`config.mk`:
```
export PLATFORM = sky130hd
export DESIGN_NAME = ipc_mailbox
export DESIGN_NICKNAME = d
export VERILOG_FILES = /design/src/rtl/mbx_pkg.sv /design/src/rtl/mbx_fifo.sv /design/src/rtl/mbx_port.sv /design/src/rtl/ipc_mailbox.sv
export SDC_FILE = /design/constraint.sdc
export NUM_CORES = 1
export LEC_CHECK = 0
export BUFFER_PORTS_ARGS = -buffer_cell sky130_fd_sc_hd__clkbuf_2
export CAP_MARGIN = 20
export CORE_MARGIN = 10
export CORE_UTILIZATION = 60
export DETAILED_ROUTE_END_ITERATION = 8
export PLACE_DENSITY_LB_ADDON = 0.25
export SYNTH_ARGS = -nofsm -noshare
export SYNTH_HDL_FRONTEND = slang
export SYNTH_HIERARCHICAL = 1
export SYNTH_SLANG_ARGS = --single-unit
```
`constraint.sdc`:
```
create_clock -name clk -period 3.5 [get_ports clk]
set_input_delay 0.35 -clock clk [delete_from_list [all_inputs] [get_ports clk]]
set_output_delay 0.35 -clock clk [all_outputs]
set_load 0.02 [all_outputs]
```
`src/rtl/mbx_pkg.sv`:
```
package mbx_pkg;

    localparam int unsigned WORD_W = 32;

    localparam int CTL_SEMPTY = 0;
    localparam int CTL_SFULL  = 1;
    localparam int CTL_SIE    = 2;
    localparam int CTL_SFLUSH = 3;
    localparam int CTL_REMPTY = 8;
    localparam int CTL_RFULL  = 9;
    localparam int CTL_RIE    = 10;
    localparam int CTL_ERR    = 14;
    localparam int CTL_EN     = 15;

    localparam int SYN_BYTE_LSB = 8;
    localparam int SYN_RING_B   = 29;
    localparam int SYN_RING_A   = 30;
    localparam int SYN_IEN      = 31;

    localparam int SIDE_A = 0;
    localparam int SIDE_B = 1;

    typedef enum logic [1:0] {
        REG_SYNC = 2'd0,
        REG_CTRL = 2'd1,
        REG_SEND = 2'd2,
        REG_RECV = 2'd3
    } reg_sel_e;

    typedef struct packed {
        logic              valid;
        logic              write;
        reg_sel_e          sel;
        logic [3:0]        be;
        logic [WORD_W-1:0] wdata;
    } bus_req_t;

    typedef struct packed {
        logic empty;
        logic full;
    } fifo_stat_t;

    typedef struct packed {
        logic en;
        logic err;
        logic rie;
        logic sie;
    } ctrl_t;

    function automatic logic [WORD_W-1:0] pack_ctrl(ctrl_t c, fifo_stat_t s, fifo_stat_t r);
        logic [WORD_W-1:0] v;
        v = '0;
        v[CTL_SEMPTY] = s.empty;
        v[CTL_SFULL]  = s.full;
        v[CTL_SIE]    = c.sie;
        v[CTL_REMPTY] = r.empty;
        v[CTL_RFULL]  = r.full;
        v[CTL_RIE]    = c.rie;
        v[CTL_ERR]    = c.err;
        v[CTL_EN]     = c.en;
        return v;
    endfunction

    function automatic logic [WORD_W-1:0] pack_sync(logic ien, logic [7:0] own, logic [7:0] peer);
        logic [WORD_W-1:0] v;
        v = '0;
        v[SYN_IEN] = ien;
        v[SYN_BYTE_LSB +: 8] = own;
        v[7:0] = peer;
        return v;
    endfunction

endpackage

```
`src/rtl/mbx_fifo.sv`:
```
module mbx_fifo #(
    parameter int unsigned DEPTH = 16,
    parameter int unsigned WIDTH = 32
) (
    input  logic             clk,
    input  logic             rst,
    input  logic             push,
    input  logic [WIDTH-1:0] wdata,
    input  logic             pop,
    input  logic             flush,
    output logic [WIDTH-1:0] head,
    output logic             empty,
    output logic             full
);
    localparam int unsigned AW = (DEPTH > 1) ? $clog2(DEPTH) : 1;
    localparam int unsigned CW = $clog2(DEPTH + 1);
    localparam logic [AW-1:0] LAST_IDX = AW'(DEPTH - 1);

    logic [WIDTH-1:0] mem [DEPTH];
    logic [AW-1:0]    wptr, rptr;
    logic [CW-1:0]    count;
    logic             do_push, do_pop;

    function automatic logic [AW-1:0] step(logic [AW-1:0] p);
        return (p == LAST_IDX) ? '0 : p + 1'b1;
    endfunction

    assign empty   = (count == '0);
    assign full    = (count == CW'(DEPTH));
    assign do_push = push && !full;
    assign do_pop  = pop && !empty;
    assign head    = mem[rptr];

    always_ff @(posedge clk) begin
        if (rst || flush) begin
            wptr  <= '0;
            rptr  <= '0;
            count <= '0;
        end else begin
            if (do_push) wptr <= step(wptr);
            if (do_pop)  rptr <= step(rptr);
            count <= count + CW'(do_push) - CW'(do_pop);
        end
    end

    always_ff @(posedge clk) begin
        if (do_push) mem[wptr] <= wdata;
    end


    flush_empties_chk: assert property (@(posedge clk) disable iff (rst)
        flush |=> empty);


    full_drop_chk: assert property (@(posedge clk) disable iff (rst)
        (push && full && !pop && !flush) |=> (count == $past(count)));


    empty_pop_chk: assert property (@(posedge clk) disable iff (rst)
        (pop && empty && !push && !flush) |=> empty);

endmodule

```
`src/rtl/mbx_port.sv`:
```
module mbx_port
    import mbx_pkg::*;
(
    input  logic              clk,
    input  logic              rst,
    input  bus_req_t          req,
    input  fifo_stat_t        snd,
    input  fifo_stat_t        rcv,
    input  logic [WORD_W-1:0] rcv_head,
    input  logic [7:0]        peer_byte,
    output logic              push,
    output logic [WORD_W-1:0] push_data,
    output logic              pop,
    output logic              flush,
    output logic [WORD_W-1:0] rdata,
    output logic [7:0]        own_byte,
    output logic              sync_ien,
    output logic [1:0]        ring,
    output logic              irq_send,
    output logic              irq_recv
);
    ctrl_t             ctl_q;
    logic [WORD_W-1:0] last_q;
    logic [7:0]        own_q;
    logic              ien_q;
    logic              wr, rd, wr_sync, wr_ctrl, err_ev;
    logic              unused_lane2;

    assign unused_lane2 = req.be[2];

    assign wr      = req.valid && req.write;
    assign rd      = req.valid && !req.write;
    assign wr_sync = wr && (req.sel == REG_SYNC);
    assign wr_ctrl = wr && (req.sel == REG_CTRL);

    assign push      = wr && (req.sel == REG_SEND) && ctl_q.en;
    assign push_data = req.wdata;
    assign pop       = rd && (req.sel == REG_RECV) && ctl_q.en;
    assign flush     = wr_ctrl && req.be[0] && req.wdata[CTL_SFLUSH];
    assign err_ev    = (push && snd.full) || (pop && rcv.empty);

    assign ring[SIDE_A] = wr_sync && req.be[3] && req.wdata[SYN_RING_A];
    assign ring[SIDE_B] = wr_sync && req.be[3] && req.wdata[SYN_RING_B];

    assign own_byte = own_q;
    assign sync_ien = ien_q;
    assign irq_send = ctl_q.sie && snd.empty;
    assign irq_recv = ctl_q.rie && !rcv.empty;

    always_comb begin
        rdata = '0;
        if (rd) begin
            case (req.sel)
                REG_SYNC: rdata = pack_sync(ien_q, own_q, peer_byte);
                REG_CTRL: rdata = pack_ctrl(ctl_q, snd, rcv);
                REG_RECV: rdata = (ctl_q.en && !rcv.empty) ? rcv_head : last_q;
                default:  rdata = '0;
            endcase
        end
    end

    always_ff @(posedge clk) begin
        if (rst) begin
            ctl_q  <= '0;
            last_q <= '0;
            own_q  <= '0;
            ien_q  <= 1'b0;
        end else begin
            if (wr_ctrl && req.be[0]) ctl_q.sie <= req.wdata[CTL_SIE];
            if (wr_ctrl && req.be[1]) begin
                ctl_q.rie <= req.wdata[CTL_RIE];
                ctl_q.en  <= req.wdata[CTL_EN];
            end
            if (err_ev)
                ctl_q.err <= 1'b1;
            else if (wr_ctrl && req.be[1] && req.wdata[CTL_ERR])
                ctl_q.err <= 1'b0;
            if (pop && !rcv.empty) last_q <= rcv_head;
            if (wr_sync && req.be[1]) own_q <= req.wdata[SYN_BYTE_LSB +: 8];
            if (wr_sync && req.be[3]) ien_q <= req.wdata[SYN_IEN];
        end
    end


    err_set_chk: assert property (@(posedge clk) disable iff (rst)
        err_ev |=> ctl_q.err);


    err_clr_chk: assert property (@(posedge clk) disable iff (rst)
        (wr_ctrl && req.be[1] && req.wdata[CTL_ERR]) |=> !ctl_q.err);


    last_hold_chk: assert property (@(posedge clk) disable iff (rst)
        (pop && rcv.empty) |=> $stable(last_q));

endmodule

```
`src/rtl/ipc_mailbox.sv`:
```
module ipc_mailbox
    import mbx_pkg::*;
#(
    parameter int unsigned DEPTH = 16
) (
    input  logic        clk,
    input  logic        rst,
    input  logic        a_valid,
    input  logic        a_write,
    input  logic [1:0]  a_addr,
    input  logic [3:0]  a_be,
    input  logic [31:0] a_wdata,
    output logic [31:0] a_rdata,
    output logic        a_irq_sync,
    output logic        a_irq_send,
    output logic        a_irq_recv,
    input  logic        b_valid,
    input  logic        b_write,
    input  logic [1:0]  b_addr,
    input  logic [3:0]  b_be,
    input  logic [31:0] b_wdata,
    output logic [31:0] b_rdata,
    output logic        b_irq_sync,
    output logic        b_irq_send,
    output logic        b_irq_recv
);
    localparam int unsigned SIDES = 2;

    bus_req_t          req       [SIDES];
    fifo_stat_t        stat      [SIDES];
    logic [WORD_W-1:0] push_data [SIDES];
    logic [WORD_W-1:0] head      [SIDES];
    logic [WORD_W-1:0] rdata     [SIDES];
    logic [7:0]        own_byte  [SIDES];
    logic [1:0]        ring      [SIDES];
    logic [SIDES-1:0]  push, pop, flush, empty, full, ien;
    logic [SIDES-1:0]  irq_send, irq_recv, irq_sync_q;

    assign req[SIDE_A] = '{valid: a_valid, write: a_write, sel: reg_sel_e'(a_addr),
                           be: a_be, wdata: a_wdata};
    assign req[SIDE_B] = '{valid: b_valid, write: b_write, sel: reg_sel_e'(b_addr),
                           be: b_be, wdata: b_wdata};

    for (genvar s = 0; s < SIDES; s++) begin : g_side
        assign stat[s] = '{empty: empty[s], full: full[s]};

        mbx_fifo #(.DEPTH(DEPTH), .WIDTH(WORD_W)) u_fifo (
            .clk   (clk),
            .rst   (rst),
            .push  (push[s]),
            .wdata (push_data[s]),
            .pop   (pop[SIDES-1-s]),
            .flush (flush[s]),
            .head  (head[s]),
            .empty (empty[s]),
            .full  (full[s])
        );

        mbx_port u_port (
            .clk       (clk),
            .rst       (rst),
            .req       (req[s]),
            .snd       (stat[s]),
            .rcv       (stat[SIDES-1-s]),
            .rcv_head  (head[SIDES-1-s]),
            .peer_byte (own_byte[SIDES-1-s]),
            .push      (push[s]),
            .push_data (push_data[s]),
            .pop       (pop[s]),
            .flush     (flush[s]),
            .rdata     (rdata[s]),
            .own_byte  (own_byte[s]),
            .sync_ien  (ien[s]),
            .ring      (ring[s]),
            .irq_send  (irq_send[s]),
            .irq_recv  (irq_recv[s])
        );
    end

    always_ff @(posedge clk) begin
        if (rst) begin
            irq_sync_q <= '0;
        end else begin
            for (int t = 0; t < SIDES; t++)
                irq_sync_q[t] <= ien[t] && (ring[SIDE_A][t] || ring[SIDE_B][t]);
        end
    end


    sync_pulse_chk: assert property (@(posedge clk) disable iff (rst)
        irq_sync_q[SIDE_A] |-> $past(ien[SIDE_A]));

    assign a_rdata    = rdata[SIDE_A];
    assign b_rdata    = rdata[SIDE_B];
    assign a_irq_sync = irq_sync_q[SIDE_A];
    assign b_irq_sync = irq_sync_q[SIDE_B];
    assign a_irq_send = irq_send[SIDE_A];
    assign b_irq_send = irq_send[SIDE_B];
    assign a_irq_recv = irq_recv[SIDE_A];
    assign b_irq_recv = irq_recv[SIDE_B];

endmodule

```
; ---- Word-level counts from Yosys, hierarchy flattened
; Memories as Yosys holds them, arrays and structs flattened. A register that Yosys moved wholly into a read port is not among the register bits.
; Index checks and enable logic that the tools add are counted.
[classes]
n_addsub = 8
n_mul = 0
n_div = 0
order_cmp = 0
eq_ne = 12
n_shift = 0
n_mux = 22
bitwise = 0
reduce_logical = 66
[ops]
columns = op, count
row1 = 32-bit case mux with 3 select lines, 2
row2 = 32-bit 2-to-1 mux, 4
row3 = 1-bit logical AND, 48
row4 = 4-bit 2-to-1 mux, 8
row5 = 4-bit by 1-bit adder with 4-bit output (second input constant), 4
row6 = 4-bit equality test (second input constant), 4
row7 = 5-bit by 1-bit adder with 5-bit output, 2
row8 = 5-bit equality test (second input constant), 2
row9 = 5-bit zero test, 2
row10 = 5-bit by 1-bit subtractor with 5-bit output, 2
row11 = 2-bit equality test (second input constant), 4
row12 = 1-bit 2-to-1 mux, 8
row13 = 1-bit zero test, 6
row14 = 1-bit logical OR, 6
row15 = 2-bit by 1-bit equality test with 1-bit output (second input constant), 2
row16 = 2-bit zero test, 2
row17 = 2-bit nonzero test, 2
[totals]
reg_bits = 118
latch_bits = 0
ram_bits = 1024
romBits = 0
out_inout_bits = 70
word_cells = 131
memories = 2
[memory_table]
columns = name, words, word_bits, rd, rd_ports_with_merged_regs, write_ports, line
row1 = g_side[0].u_fifo.mem, 16, 32, 1, 1, 1, mbx_fifo.sv:19  ; logic [WIDTH-1:0] mem [DEPTH];
row2 = g_side[1].u_fifo.mem, 16, 32, 1, 1, 1, mbx_fifo.sv:19

; ---- Depth between registers and ports, before layout
[logic_depth]
word_depth = 7
ltp_mapped = 14
mapped_depth_nobuf = 13

; ---- Hierarchy
; The synthesis kept the hierarchy.
[modules_own_cells]
columns = mod, n_inst, cells_each, area_each_um2
row1 = mbx_fifo, 2, 892, 20025.5
row2 = mbx_port, 2, 375, 2680.1
row3 = ipc_mailbox, 1, 6, 62.6

; ---- Worst setup path before layout
; OpenSTA, ideal clock, no wires.
[synth_path]
path_kind = register -> register
from = register g_side[0].u_fifo.count[3]
to = register g_side[0].u_fifo.count[4]
arrival_ns = 2.766
path_slack_ns = 0.664
path_stages_with_launch = 14
path_buffers = 0
synth_period_minus_slack_ns = 2.836
path_cell_list = dfxtp_1 > inv_1 > ha_1 > or4b_1 > nand2_1 > inv_1 > ha_1 > inv_1 > ha_1 > fa_1 > a21oi_1 > nor2_1 > or3_1 > a21oi_1
[synth_between]
elab_chain_cells = 5
[synth_lines]
columns = item, line
row1 = "start, declared", mbx_fifo.sv:21  ; logic [CW-1:0] count;
row2 = "start signal, assigned", mbx_fifo.sv:42  ; count <= count + CW'(do_push) - CW'(do_pop);
row3 = 5-bit equality test, mbx_fifo.sv:29  ; assign full = (count == CW'(DEPTH));
row4 = 1-bit zero test, mbx_fifo.sv:30  ; assign do_push = push && !full;
row5 = 1-bit logical AND, mbx_fifo.sv:30
row6 = 5-bit by 1-bit adder with 5-bit output, mbx_fifo.sv:42
row7 = 5-bit by 1-bit subtractor with 5-bit output *, mbx_fifo.sv:42
; Every way passes the cells marked *; elsewhere a longest branch is shown, timed or not.
; A chain may end at the register's enable or synchronous reset.

; ---- Worst setup path in the final report
[layout_path]
from = register g_side[1].u_fifo.count[2]
to = output port a_rdata[0]
[layout_between]
elab_chain_cells = 6
[layout_lines]
columns = item, line
row1 = "start, declared", mbx_fifo.sv:21
row2 = "start signal, assigned", mbx_fifo.sv:42
row3 = 5-bit zero test, mbx_fifo.sv:28  ; assign empty = (count == '0);
row4 = net empty[1], ipc_mailbox.sv:36  ; logic [SIDES-1:0] push, pop, flush, empty, full, ien;
row5 = 1-bit zero test, mbx_port.sv:56  ; REG_RECV: rdata = (ctl_q.en && !rcv.empty) ? rcv_head : last_q;
row6 = 1-bit logical AND, mbx_port.sv:56
row7 = 32-bit 2-to-1 mux, mbx_port.sv:56
row8 = 32-bit case mux with 3 select lines, mbx_port.sv:53  ; case (req.sel)
row9 = 32-bit 2-to-1 mux, mbx_port.sv:52  ; if (rd) begin
row10 = "end, declared", ipc_mailbox.sv:13  ; output logic [31:0] a_rdata,
; The timed path passes the listed nets, and every way through them passes these cells.

==> flow_summary.yaml <==
yosys:
  ys_seq_area_frac: 0.732
  yosysTopAreaCellShare: 0.676
  ys_ff_latch: 1150
  synth.distinct_cells: 41
  synthTopCellsByArea: "edfxtp_1, mux4_2, dfxtp_1"
  syn_nets: 2646
  mappedNetlistArea_um2: 45500
  netlist_instances: 2540
  yosys.area.top_type: "edfxtp_1"
  ys_warn_count: 6
  syn_avg_cell_area_um2: 17.9
place:
  hpwl_um: 66000
  dp_cells: 3568
  post-place-ws_ns: 0.289
  postPlaceCellArea_um2: 47500
  gp_congestion: 0.853
  numPortBuffers: 149
setup_path:
  rrSetupSlack_ns: 0.26
  cp-start-kind: "register"
  critPathArrivalTime_ns: 3.07
  worstPathMaxFanout: 17
  path_class: "reg -> out"
  reg2reg_from: "g_side[1].u_fifo/count[2]"
  setup.worst_path.start: "g_side[1].u_fifo/count[2]"
  critPathCaptureType: "output port"
  r2r-end: "g_side[1].u_fifo/count[4]"
  required_ns: 3.15
  rr_worst_depth: 14
clock_tree:
  clkSinkCount: 1150
  cts_hold_buffers: 0
  tritoncts: "built"
  clockBufferDepth: 3
  cts_root_buffer: "clkbuf_16"
  clk_latency_ns: 0.70
  cts_buffers: 112
  htree_num_levels: 3
  path_clk_slew_ns: 0.06
sta:
  hold_viol_final: 0
  fin_skew_ns: 0.0322
  drv_slew: 0
  worst_pin_slew_ns: 1.02
  final.setup.worst_slack_ns: 0.0794
  max_slew_margin: 0.317
  setup_viol: 0
  period_share: 0.977
  fmax_mhz: 292
  period_minus_slack_ns: 3.42
  rsz0062_at_grt: "true"
  setup_tns_ns: 0
finish:
  fillers: 4575
  drive_above_1_share: 0.281
  final_cells: 3809
  finish.instance_area_um2: 51800
  area_growth_syn_to_layout_pct: 13.9
  fin_util: 0.692
  nNetsFinal: 2843
  seqCellArea_um2: 33300
  layout_common_cells: "edfxtp_1, nand2_1, mux4_2"
  multi_input_area_um2: 11100
  final_common_cell: "edfxtp_1"
flow_run:
  maxCapViolCount: 0
global_routing:
  grt_pass1_vias: 25180
  grt_max_degree: 61
  grt_pass1_wl_um: 165000
  gr-usage-all-layers: 0.257
  antenna_found_initial: 15
  grt_overflow_total: 0
die:
  die_h_um: 295
  fp.coreArea_um2: 74800
  row_count: 100
  die_w_um: 295
  dieArea_um2: 87200
  initial_core_util: 0.608
  io_pins: 152
power:
  power.density_nw_per_um2: 533
  vdd_drop_max_uv: 486
  p_leak_nw: 16.5
hold_path:
  hold_end: "g_side[0].u_fifo/mem[9][0]"
  worst_hold_path_type: "in -> reg"
  min_from: "a_wdata[0]"
  whs_path_depth: 1
detailed_routing:
  drt-initial-drc-count: 3124
  drtAntennaViolNets: 0
  vias: 24765
  drt_first_pass_iters: 6
  routed_wl_um: 112000
  wl_per_cell_um: 29.4
  drc: 0
  viasPerCell: 6.50
outcome:
  status: "finished clean"
## cells in the mapped netlist
cell type     n
a21o_1       10
a21oi_1     136
a22oi_1     128
a311o_1       4
a32oi_1       2
and2_1       32
and2b_1       2
and3_1       12
buf_1        23
buf_2        34
buf_4        92
buf_6         2
clkbuf_1     51
dfxtp_1     126
edfxtp_1   1024
fa_1          2
ha_1         22
inv_1        30
mux2i_1      56
mux4_2      256
nand2_1     304
nand2b_1      6
nand3_1      16
nand4_1       2
nand4b_1      2
nand4b_2      2
nand4bb_1     2
nor2_1       88
nor2_2        4
nor2b_1      10
nor3_1        4
nor3_4        2
nor3b_1       4
o21ai_0       6
o22a_1       16
o31ai_1       2
or2_2         2
or3_1        12
or4b_1        2
xnor2_1       6
xor2_1        4
## sequential cells by signal (all words and copies together) (netlist names), named ones only
name and count:
g_side.u_fifo/mem 1024, g_side.u_port/last_q 64, g_side.u_port/own_byte 16, g_side.u_fifo/count 10, g_side.u_fifo/rptr 8, g_side.u_fifo/wptr 8
g_side.u_port/ctl_q 8, g_side.u_port/sync_ien 2, irq_sync_q 2
## per-stage QoR
stage | hold slack, ns | power [mW]
2_1_floorplan | 0.426 | 15.4
3_3_place_gp | 0.441 | 15.5
3_5_place_dp | 0.448 | 15.5
4_1_cts | 0.0268 | 27.7
5_1_grt | 0.0611 | 28.3
6_report | 0.0407 | 27.6
## kinds of logic (layout without fill, tap and decap cells)
logic type	Yosys count	count (layout)	share of synthesized area
flip-flops	1150	1150	0.732
adder cells (fa/ha/maj)	24	24	0.00693
other	0	4	0
XOR/XNOR	10	10	0.00193
buffers and inverters	232	528	0.0280
AND/OR/NAND/NOR	508	508	0.0493
AO/OA/AOI/OAI	304	304	0.0431
multiplexers	312	312	0.139
## routing by layer
metal | up-vias | track usage | wire length, um
met4 | 18 | 0.0864 | 3600
met1 | 12729 | 0.337 | 41000
met5 | - | 0 | 122
met3 | 248 | 0.0630 | 11700
met2 | 1399 | 0.421 | 55600
li1 | 10371 | - | -
## worst max-delay path: stages, from the launching register on
cell and delay [ns]:
dfxtp_1 0.33, inv_1 0.09, ha_1 0.17, or4b_4 0.53
inv_6 0.11, and2b_4 0.24, buf_12 0.17, mux2i_1 0.12
o22a_1 0.22, nor2_2 0.20, buf_2 0.21
## cell type report
type                       count  share of cell area
sequential                  1150               0.643
multi-input combinational   1158               0.215
clock buffer                 152              0.0602
timing repair buffer         285              0.0423
tap                          969              0.0234
clock inverter                61              0.0138
inverter                      30             0.00227
antenna                        4            0.000193
## worst max-delay path by stage
stage / to / slack, ns / cells after the start
after floorplan: g_side[0].u_fifo/count[4] / 0.66 / 13
final: a_rdata[0] / 0.08 / 10
after global routing: a_rdata[7] / -0.02 / 9
after detailed placement: g_side[1].u_port/last_q[8] / 0.29 / 10
after CTS: a_rdata[1] / 0.0008 / 10
after global placement: b_rdata[6] / 0.37 / 10
## power by group
part / internal [mW] / switching, mW / leakage (nW) / total, mW
sequential: 14.9 / 0.00476 / 10.2 / 14.9
combinational: 0.0628 / 0.278 / 4.39 / 0.341
clock: 7.22 / 5.10 / 1.85 / 12.3
total: 22.2 / 5.38 / 16.5 / 27.6
## what timing repair did
action | in CTS | in global routing
endpoints found under the hold margin | 0 | 0
cloned | 0 | 1
gates resized for setup | 26 | 39
buffers inserted | 8 | 15
setup endpoints to repair | 64 | 45
pin swaps | 0 | 1
No activity file was read; power rests on OpenSTA's default activity.
